===== config.mk =====
export PLATFORM = sky130hd
export DESIGN_NAME = gpio_level_resolver
export DESIGN_NICKNAME = d
export VERILOG_FILES = /design/src/rtl/gpio_res_pkg.sv /design/src/rtl/gpio_cfg_decode.sv /design/src/rtl/gpio_drive_tracker.sv /design/src/rtl/gpio_pin_resolve.sv /design/src/rtl/gpio_edge_reg.sv /design/src/rtl/gpio_level_resolver.sv
export SDC_FILE = /design/constraint.sdc
export NUM_CORES = 1
export LEC_CHECK = 0
export ABC_AREA = 1
export BUFFER_PORTS_ARGS = -buffer_cell sky130_fd_sc_hd__buf_2
export CORE_ASPECT_RATIO = 0.9
export CORE_MARGIN = 4
export CORE_UTILIZATION = 50
export DETAILED_ROUTE_END_ITERATION = 16
export PLACE_DENSITY = 0.86
export SYNTH_ARGS = -nofsm -noshare
export SYNTH_HDL_FRONTEND = slang
export SYNTH_SLANG_ARGS = --single-unit

===== constraint.sdc =====
create_clock -name clk -period 3.78 [get_ports clk]
set_input_delay 1.134 -clock clk [delete_from_list [all_inputs] [get_ports clk]]
set_output_delay 1.134 -clock clk [all_outputs]
set_load 0.005 [all_outputs]

===== src/rtl/gpio_res_pkg.sv =====
// Package: shared encodings and the decoded per-pin configuration type.
// Assumes: field encodings are fixed by the register front end.
package gpio_res_pkg;

    typedef enum logic [1:0] {
        DIR_IN   = 2'b00,
        DIR_OUT  = 2'b01,
        DIR_ALT  = 2'b10,
        DIR_ANA  = 2'b11
    } pin_dir_e;

    localparam logic [1:0] PULL_HI = 2'b01;
    localparam logic [1:0] PULL_LO = 2'b10;

    typedef struct packed {
        logic is_out;
        logic open_drain;
        logic pull_hi;
        logic pull_lo;
    } pin_cfg_t;

endpackage


===== src/rtl/gpio_cfg_decode.sv =====
// Module: turns packed configuration fields into one decoded record per pin.
// Assumes: 2-bit direction and pull fields per pin, one driver-type bit per pin.
module gpio_cfg_decode
    import gpio_res_pkg::*;
#(
    parameter int NPINS = 16
) (
    input  logic [2*NPINS-1:0]      mode_i,
    input  logic [NPINS-1:0]        otype_i,
    input  logic [2*NPINS-1:0]      pull_i,
    output pin_cfg_t [NPINS-1:0]    cfg_o
);

    for (genvar n = 0; n < NPINS; n++) begin : g_pin
        // Decode one pin's direction, driver and pull fields.
        always_comb begin
            cfg_o[n].is_out     = (mode_i[2*n +: 2] == DIR_OUT);
            cfg_o[n].open_drain = otype_i[n];
            cfg_o[n].pull_hi    = (pull_i[2*n +: 2] == PULL_HI);
            cfg_o[n].pull_lo    = (pull_i[2*n +: 2] == PULL_LO);
        end
    end

endmodule


===== src/rtl/gpio_drive_tracker.sv =====
// Module: keeps each pin's external connection state and level flag.
// Applies accepted drives, then the disconnect mask, then drops conflicts
// with the current configuration. Exposes the next state combinationally
// so the resolver sees it in the same cycle.
// Assumes: synchronous active-low reset.
module gpio_drive_tracker
    import gpio_res_pkg::*;
#(
    parameter int NPINS = 16
) (
    input  logic                    clk,
    input  logic                    rst_n,
    input  pin_cfg_t [NPINS-1:0]    cfg_i,
    input  logic [NPINS-1:0]        drv_stb_i,
    input  logic [NPINS-1:0]        drv_lvl_i,
    input  logic                    disc_stb_i,
    input  logic [NPINS-1:0]        disc_mask_i,
    output logic [NPINS-1:0]        conn_nx_o,
    output logic [NPINS-1:0]        high_nx_o,
    output logic [NPINS-1:0]        conn_q_o,
    output logic [NPINS-1:0]        high_q_o
);

    for (genvar n = 0; n < NPINS; n++) begin : g_pin
        logic accept;
        logic conn_l;
        logic high_l;

        // Compute one pin's next connection state and level flag.
        always_comb begin
            accept = drv_stb_i[n] &&
                     (!cfg_i[n].is_out || (cfg_i[n].open_drain && !drv_lvl_i[n]));
            conn_l = conn_q_o[n];
            high_l = high_q_o[n];
            if (accept) begin
                conn_l = 1'b1;
                high_l = drv_lvl_i[n];
            end
            if (disc_stb_i && disc_mask_i[n]) begin
                conn_l = 1'b0;
            end
            if (conn_l && cfg_i[n].is_out && (!cfg_i[n].open_drain || high_l)) begin
                conn_l = 1'b0;
            end
        end

        assign conn_nx_o[n] = conn_l;
        assign high_nx_o[n] = high_l;

        // a masked disconnect leaves the pin unconnected next cycle.
        assert_disc_wins_R6: assert property (@(posedge clk) disable iff (!rst_n)
            (disc_stb_i && disc_mask_i[n]) |=> !conn_q_o[n]);

        // a refused drive on an output pin never connects it.
        assert_refused_drive_R5: assert property (@(posedge clk) disable iff (!rst_n)
            (drv_stb_i[n] && cfg_i[n].is_out &&
             !(cfg_i[n].open_drain && !drv_lvl_i[n])) |=> !$rose(conn_q_o[n]));
    end

    // Register the connection state; reset leaves all pins unconnected and low.
    always_ff @(posedge clk) begin
        if (!rst_n) begin
            conn_q_o <= '0;
            high_q_o <= '0;
        end else begin
            conn_q_o <= conn_nx_o;
            high_q_o <= high_nx_o;
        end
    end

endmodule


===== src/rtl/gpio_pin_resolve.sv =====
// Module: combinational level resolution per pin. Produces the next input
// word, and holds the previous bit where the pin floats.
// Assumes: connection state is the tracker's next state.
module gpio_pin_resolve
    import gpio_res_pkg::*;
#(
    parameter int NPINS = 16
) (
    input  pin_cfg_t [NPINS-1:0]    cfg_i,
    input  logic [NPINS-1:0]        odata_i,
    input  logic [NPINS-1:0]        conn_i,
    input  logic [NPINS-1:0]        high_i,
    input  logic [NPINS-1:0]        prev_i,
    output logic [NPINS-1:0]        word_o
);

    for (genvar n = 0; n < NPINS; n++) begin : g_pin
        logic bit_l;

        // Pick the pin's level by priority; fall back to the held bit.
        always_comb begin
            bit_l = prev_i[n];
            if (cfg_i[n].is_out) begin
                if (!cfg_i[n].open_drain || !odata_i[n]) begin
                    bit_l = odata_i[n];
                end else if (conn_i[n] && !high_i[n]) begin
                    bit_l = 1'b0;
                end else if (cfg_i[n].pull_hi) begin
                    bit_l = 1'b1;
                end else if (cfg_i[n].pull_lo) begin
                    bit_l = 1'b0;
                end
            end else if (conn_i[n]) begin
                bit_l = high_i[n];
            end else if (cfg_i[n].pull_hi) begin
                bit_l = 1'b1;
            end else if (cfg_i[n].pull_lo) begin
                bit_l = 1'b0;
            end
        end

        assign word_o[n] = bit_l;
    end

endmodule


===== src/rtl/gpio_edge_reg.sv =====
// Module: registers the resolved input word and derives per-pin edge pulses.
// Assumes: synchronous active-low reset; the word resets to all zeros.
module gpio_edge_reg #(
    parameter int NPINS = 16
) (
    input  logic                clk,
    input  logic                rst_n,
    input  logic [NPINS-1:0]    word_nx_i,
    output logic [NPINS-1:0]    word_q_o,
    output logic [NPINS-1:0]    rise_o,
    output logic [NPINS-1:0]    fall_o
);

    // Capture the new word and flag bits that changed in either direction.
    always_ff @(posedge clk) begin
        if (!rst_n) begin
            word_q_o <= '0;
            rise_o   <= '0;
            fall_o   <= '0;
        end else begin
            word_q_o <= word_nx_i;
            rise_o   <= word_nx_i & ~word_q_o;
            fall_o   <= ~word_nx_i & word_q_o;
        end
    end

    for (genvar n = 0; n < NPINS; n++) begin : g_chk
        // a rise pulse coincides with a 0-to-1 step of the word bit.
        assert_rise_step_R9: assert property (@(posedge clk) disable iff (!rst_n)
            rise_o[n] |-> (word_q_o[n] && !$past(word_q_o[n])));
        // a fall pulse coincides with a 1-to-0 step of the word bit.
        assert_fall_step_R9: assert property (@(posedge clk) disable iff (!rst_n)
            fall_o[n] |-> (!word_q_o[n] && $past(word_q_o[n])));
    end

endmodule


===== src/rtl/gpio_level_resolver.sv =====
// Module: top of the pin level resolver. Decodes configuration, tracks
// external drives, resolves each pin and registers the word and edges.
// Assumes: one clock of latency from any input to every output.
module gpio_level_resolver
    import gpio_res_pkg::*;
#(
    parameter int NPINS = 16
) (
    input  logic                    clk,
    input  logic                    rst_n,
    input  logic [2*NPINS-1:0]      mode_i,
    input  logic [NPINS-1:0]        otype_i,
    input  logic [2*NPINS-1:0]      pull_i,
    input  logic [NPINS-1:0]        odata_i,
    input  logic [NPINS-1:0]        drv_stb_i,
    input  logic [NPINS-1:0]        drv_lvl_i,
    input  logic                    disc_stb_i,
    input  logic [NPINS-1:0]        disc_mask_i,
    output logic [NPINS-1:0]        in_word_o,
    output logic [NPINS-1:0]        ext_conn_o,
    output logic [NPINS-1:0]        ext_high_o,
    output logic [NPINS-1:0]        rise_o,
    output logic [NPINS-1:0]        fall_o
);

    pin_cfg_t [NPINS-1:0]   cfg;
    logic [NPINS-1:0]       conn_nx;
    logic [NPINS-1:0]       high_nx;
    logic [NPINS-1:0]       word_nx;

    gpio_cfg_decode #(.NPINS(NPINS)) u_dec (
        .mode_i  (mode_i),
        .otype_i (otype_i),
        .pull_i  (pull_i),
        .cfg_o   (cfg)
    );

    gpio_drive_tracker #(.NPINS(NPINS)) u_trk (
        .clk         (clk),
        .rst_n       (rst_n),
        .cfg_i       (cfg),
        .drv_stb_i   (drv_stb_i),
        .drv_lvl_i   (drv_lvl_i),
        .disc_stb_i  (disc_stb_i),
        .disc_mask_i (disc_mask_i),
        .conn_nx_o   (conn_nx),
        .high_nx_o   (high_nx),
        .conn_q_o    (ext_conn_o),
        .high_q_o    (ext_high_o)
    );

    gpio_pin_resolve #(.NPINS(NPINS)) u_res (
        .cfg_i   (cfg),
        .odata_i (odata_i),
        .conn_i  (conn_nx),
        .high_i  (high_nx),
        .prev_i  (in_word_o),
        .word_o  (word_nx)
    );

    gpio_edge_reg #(.NPINS(NPINS)) u_edge (
        .clk       (clk),
        .rst_n     (rst_n),
        .word_nx_i (word_nx),
        .word_q_o  (in_word_o),
        .rise_o    (rise_o),
        .fall_o    (fall_o)
    );

    for (genvar n = 0; n < NPINS; n++) begin : g_chk
        // a push-pull output shows its output data one clock later.
        assert_pushpull_follow_R2: assert property (@(posedge clk) disable iff (!rst_n)
            (cfg[n].is_out && !cfg[n].open_drain) |=> (in_word_o[n] == $past(odata_i[n])));
        // an accepted drive on an input pin shows its level one clock later.
        assert_input_drive_R4: assert property (@(posedge clk) disable iff (!rst_n)
            (drv_stb_i[n] && !cfg[n].is_out && !(disc_stb_i && disc_mask_i[n]))
            |=> (in_word_o[n] == $past(drv_lvl_i[n])));
    end

endmodule


==> metrics.txt <==
CTS sink count=80; critical path capture point type=output port; CP startpoint=u_edge.word_q_o[9]$_SDFF_PN0_; Logic pwr share=23.3%; clock skew=0.00849 ns; initial antenna violation count=0; largest family of logic cells by synthesized area=simple AND/OR/NAND/NOR gates; multiplexer area fraction after synthesis=0%; Slew HR=26.6%; # DRC=0; pwr/cell area=376 nW/µm²; Core ar.=8690 µm²; busiest layer in global routing=met2; clock power share=34.4%; design area=6000 µm²; DR pass1 iterations=5; Ys Warns=0; synth unique cells=18; FF-to-FF Start=u_edge.word_q_o[1]$_SDFF_PN0_; CTS tree=yes; remaining global-route overflow=0; Pleak=3.58 nW; Worst path top cell family by delay=flip-flops; switching share of power=29.0%; syn nets=845; Max FO, Critical Path=5; CP required=2.65 ns; startpoint types=flop; setup violators final=0; max cap viols=0; FMAX=0.476 GHz; IO Count=227; Mapped Cells=698; die area=10600 µm²; hold path start=u_edge.word_q_o[4]$_SDFF_PN0_; routed wire length=11.6 mm; cells resized by post-CTS repair=0; Adder-Cell Fraction of Synth Area=0%; fin crit period=2.10 ns; sequential power share=42.4%; Max Buffers Root-to-Sink=2; largest net degree at the start of global routing=33; Mapped Area=4520 µm²; maximum vdd drop=0.244 mV; register bit total from synthesis=80; XOR/XNOR Fraction of Synth Area=0%; final period utilization=55.6%; critical-path cell list=buf_2; ANT cells=0; worst slack at placement=1.42 ns; Placed Area=5750 µm²; via count=4706; Root Buffer=clkbuf_8; gp weighted congestion=0.842; RSZ-0062 raised after global routing=no; input/output buffers=226; post-DR vias/cell=4.48; CP arrival=0.97 ns; Fill cells=816; ratio of cells with drive above 1 in the final layout=37.8%; met1 Use GR=24.9%; height of the die=98.2 µm; slowest CP cell=dfxtp_1; CP Buf/Inv Count=1; Compound-Gate Fraction of Synth Area=8.46%; Worst Setup Path Type=flop to output port; Pins Over Slew Limit=0; CP peak stage delay=0.46 ns; Post-CTS Hold Buffers=0; CTS Buf Count=9; vias in the first global route=4343; Post-CTS Setup Bufs=0; dpl hpwl=9.43 mm; Rows=32; Starting DRT DRC Count=147; All-Layer GR Usage=21.6%; Routed WL per cell=11.1 µm; H-tree levels=3; Internal=1.60 mW; global-route wire length before repair=18.6 mm; Synth Area in Simple Gates=42.6%; Net Sw Power=655 µW; setup ws final=1.68 ns; post-route ant nets=0; die width=108 µm; syn_area_per_cell=6.48 µm²; area grow syn2layout=32.6%; setup TNS=0 ns; register area share after synthesis=35.4%; Starting Density=52.1%; grt met3 use=5.75%; Hold WC Path Type=flop to flop; final hold violations=0; met2 Use GR=38.9%; worst skew pair latency=0.33 ns; status=finished, final reports clean; Reg clk slew, reported paths=0.08 ns; worst slew pin tran=1.10 ns; Nets=1074
## per-layer routing
layer  wire length (µm)  share of wire, %
met1               4880                42
met2               5590                48
met3               1050               9.0
met4                104              0.89
met5                  0                 0
## cell type report
| cell class | instances | area, µm² | share of cell area, % |
|---|---|---|---|
| timing repair buffer | 227 | 1140 | 19.0 |
| clock buffer | 10 | 138 | 2.29 |
| clock inverter | 6 | 116 | 1.94 |
| multi-input combinational | 464 | 2310 | 38.5 |
| tap | 119 | 149 | 2.48 |
| inverter | 145 | 544 | 9.07 |
| sequential | 80 | 1600 | 26.7 |
## worst paths after layout
check | endpoint | slack, ns | cells after the start
worst max-delay path | in_word_o[9] | 1.68 | 1
worst max register to register | u_edge.rise_o[1]$_SDFF_PN0_ | 2.56 | 9
worst min-delay path | u_edge.rise_o[4]$_SDFF_PN0_ | 0.48 | 1
worst min register to register | u_edge.rise_o[4]$_SDFF_PN0_ | 0.48 | 1
## through the flow
stage                     util [%]  total power [mW]  hold WS, ns  std cells
after floorplan                  -              1.29        0.461        698
after global routing          69.1              2.40        0.497       1051
after global placement        66.1              1.49        0.462       1035
after CTS                     69.1              2.28        0.483       1051
after detailed placement      66.1              1.50        0.463       1035
final                         69.1              2.26        0.480       1051
## cells in the mapped netlist
| library cell | n | share of area [%] |
|---|---|---|
| nand3_2 | 5 | 1.1 |
| buf_4 | 2 | 0.33 |
| nand3_1 | 27 | 3.0 |
| nor2_4 | 16 | 4.0 |
| nand2_2 | 57 | 7.9 |
| nor2_1 | 64 | 5.3 |
| o21a_1 | 16 | 2.7 |
| a21oi_2 | 10 | 1.9 |
| buf_6 | 2 | 0.50 |
| nand2_1 | 231 | 19 |
| a21oi_1 | 6 | 0.66 |
| clkbuf_1 | 4 | 0.33 |
| inv_1 | 145 | 12 |
| dfxtp_1 | 80 | 35 |
| o211ai_1 | 11 | 1.8 |
| nor2_2 | 16 | 2.2 |
| o211ai_2 | 5 | 1.4 |
| clkbuf_8 | 1 | 0.30 |
## cells by family after synthesis
group,count (synthesis)
AO/OA/AOI/OAI,48
flip-flops,80
AND/OR/NAND/NOR,416
buffers and inverters,154
## placed cells by master (no fill, tap or decap), drive strengths merged
cell type  synthesis  layout
dfxtp             80      80
nor2              96      96
o211ai            16      16
buf                4     227
bufinv             0       3
inv              145     145
nand3             32      32
clkinv             0       3
o21a              16      16
nand2            288     288
a21oi             16      16
clkbuf             5      10
## power groups by stage
stage                     Combinational [mW]  Clock [mW]  Sequential (mW)
after global placement                 0.516           0            0.975
after detailed placement               0.528           0            0.975
after floorplan                        0.313           0            0.978
after global routing                   0.600       0.837            0.966
final                                  0.525       0.775            0.957
after CTS                              0.530       0.793            0.957
## flip-flops by register name (all words and copies together), names as in the netlist
register         count
u_edge.word_q_o     16
u_edge.rise_o       16
u_trk.conn_q_o      16
u_edge.fall_o       16
u_trk.high_q_o      16
Note: power is estimated with default switching activity, not from simulation.
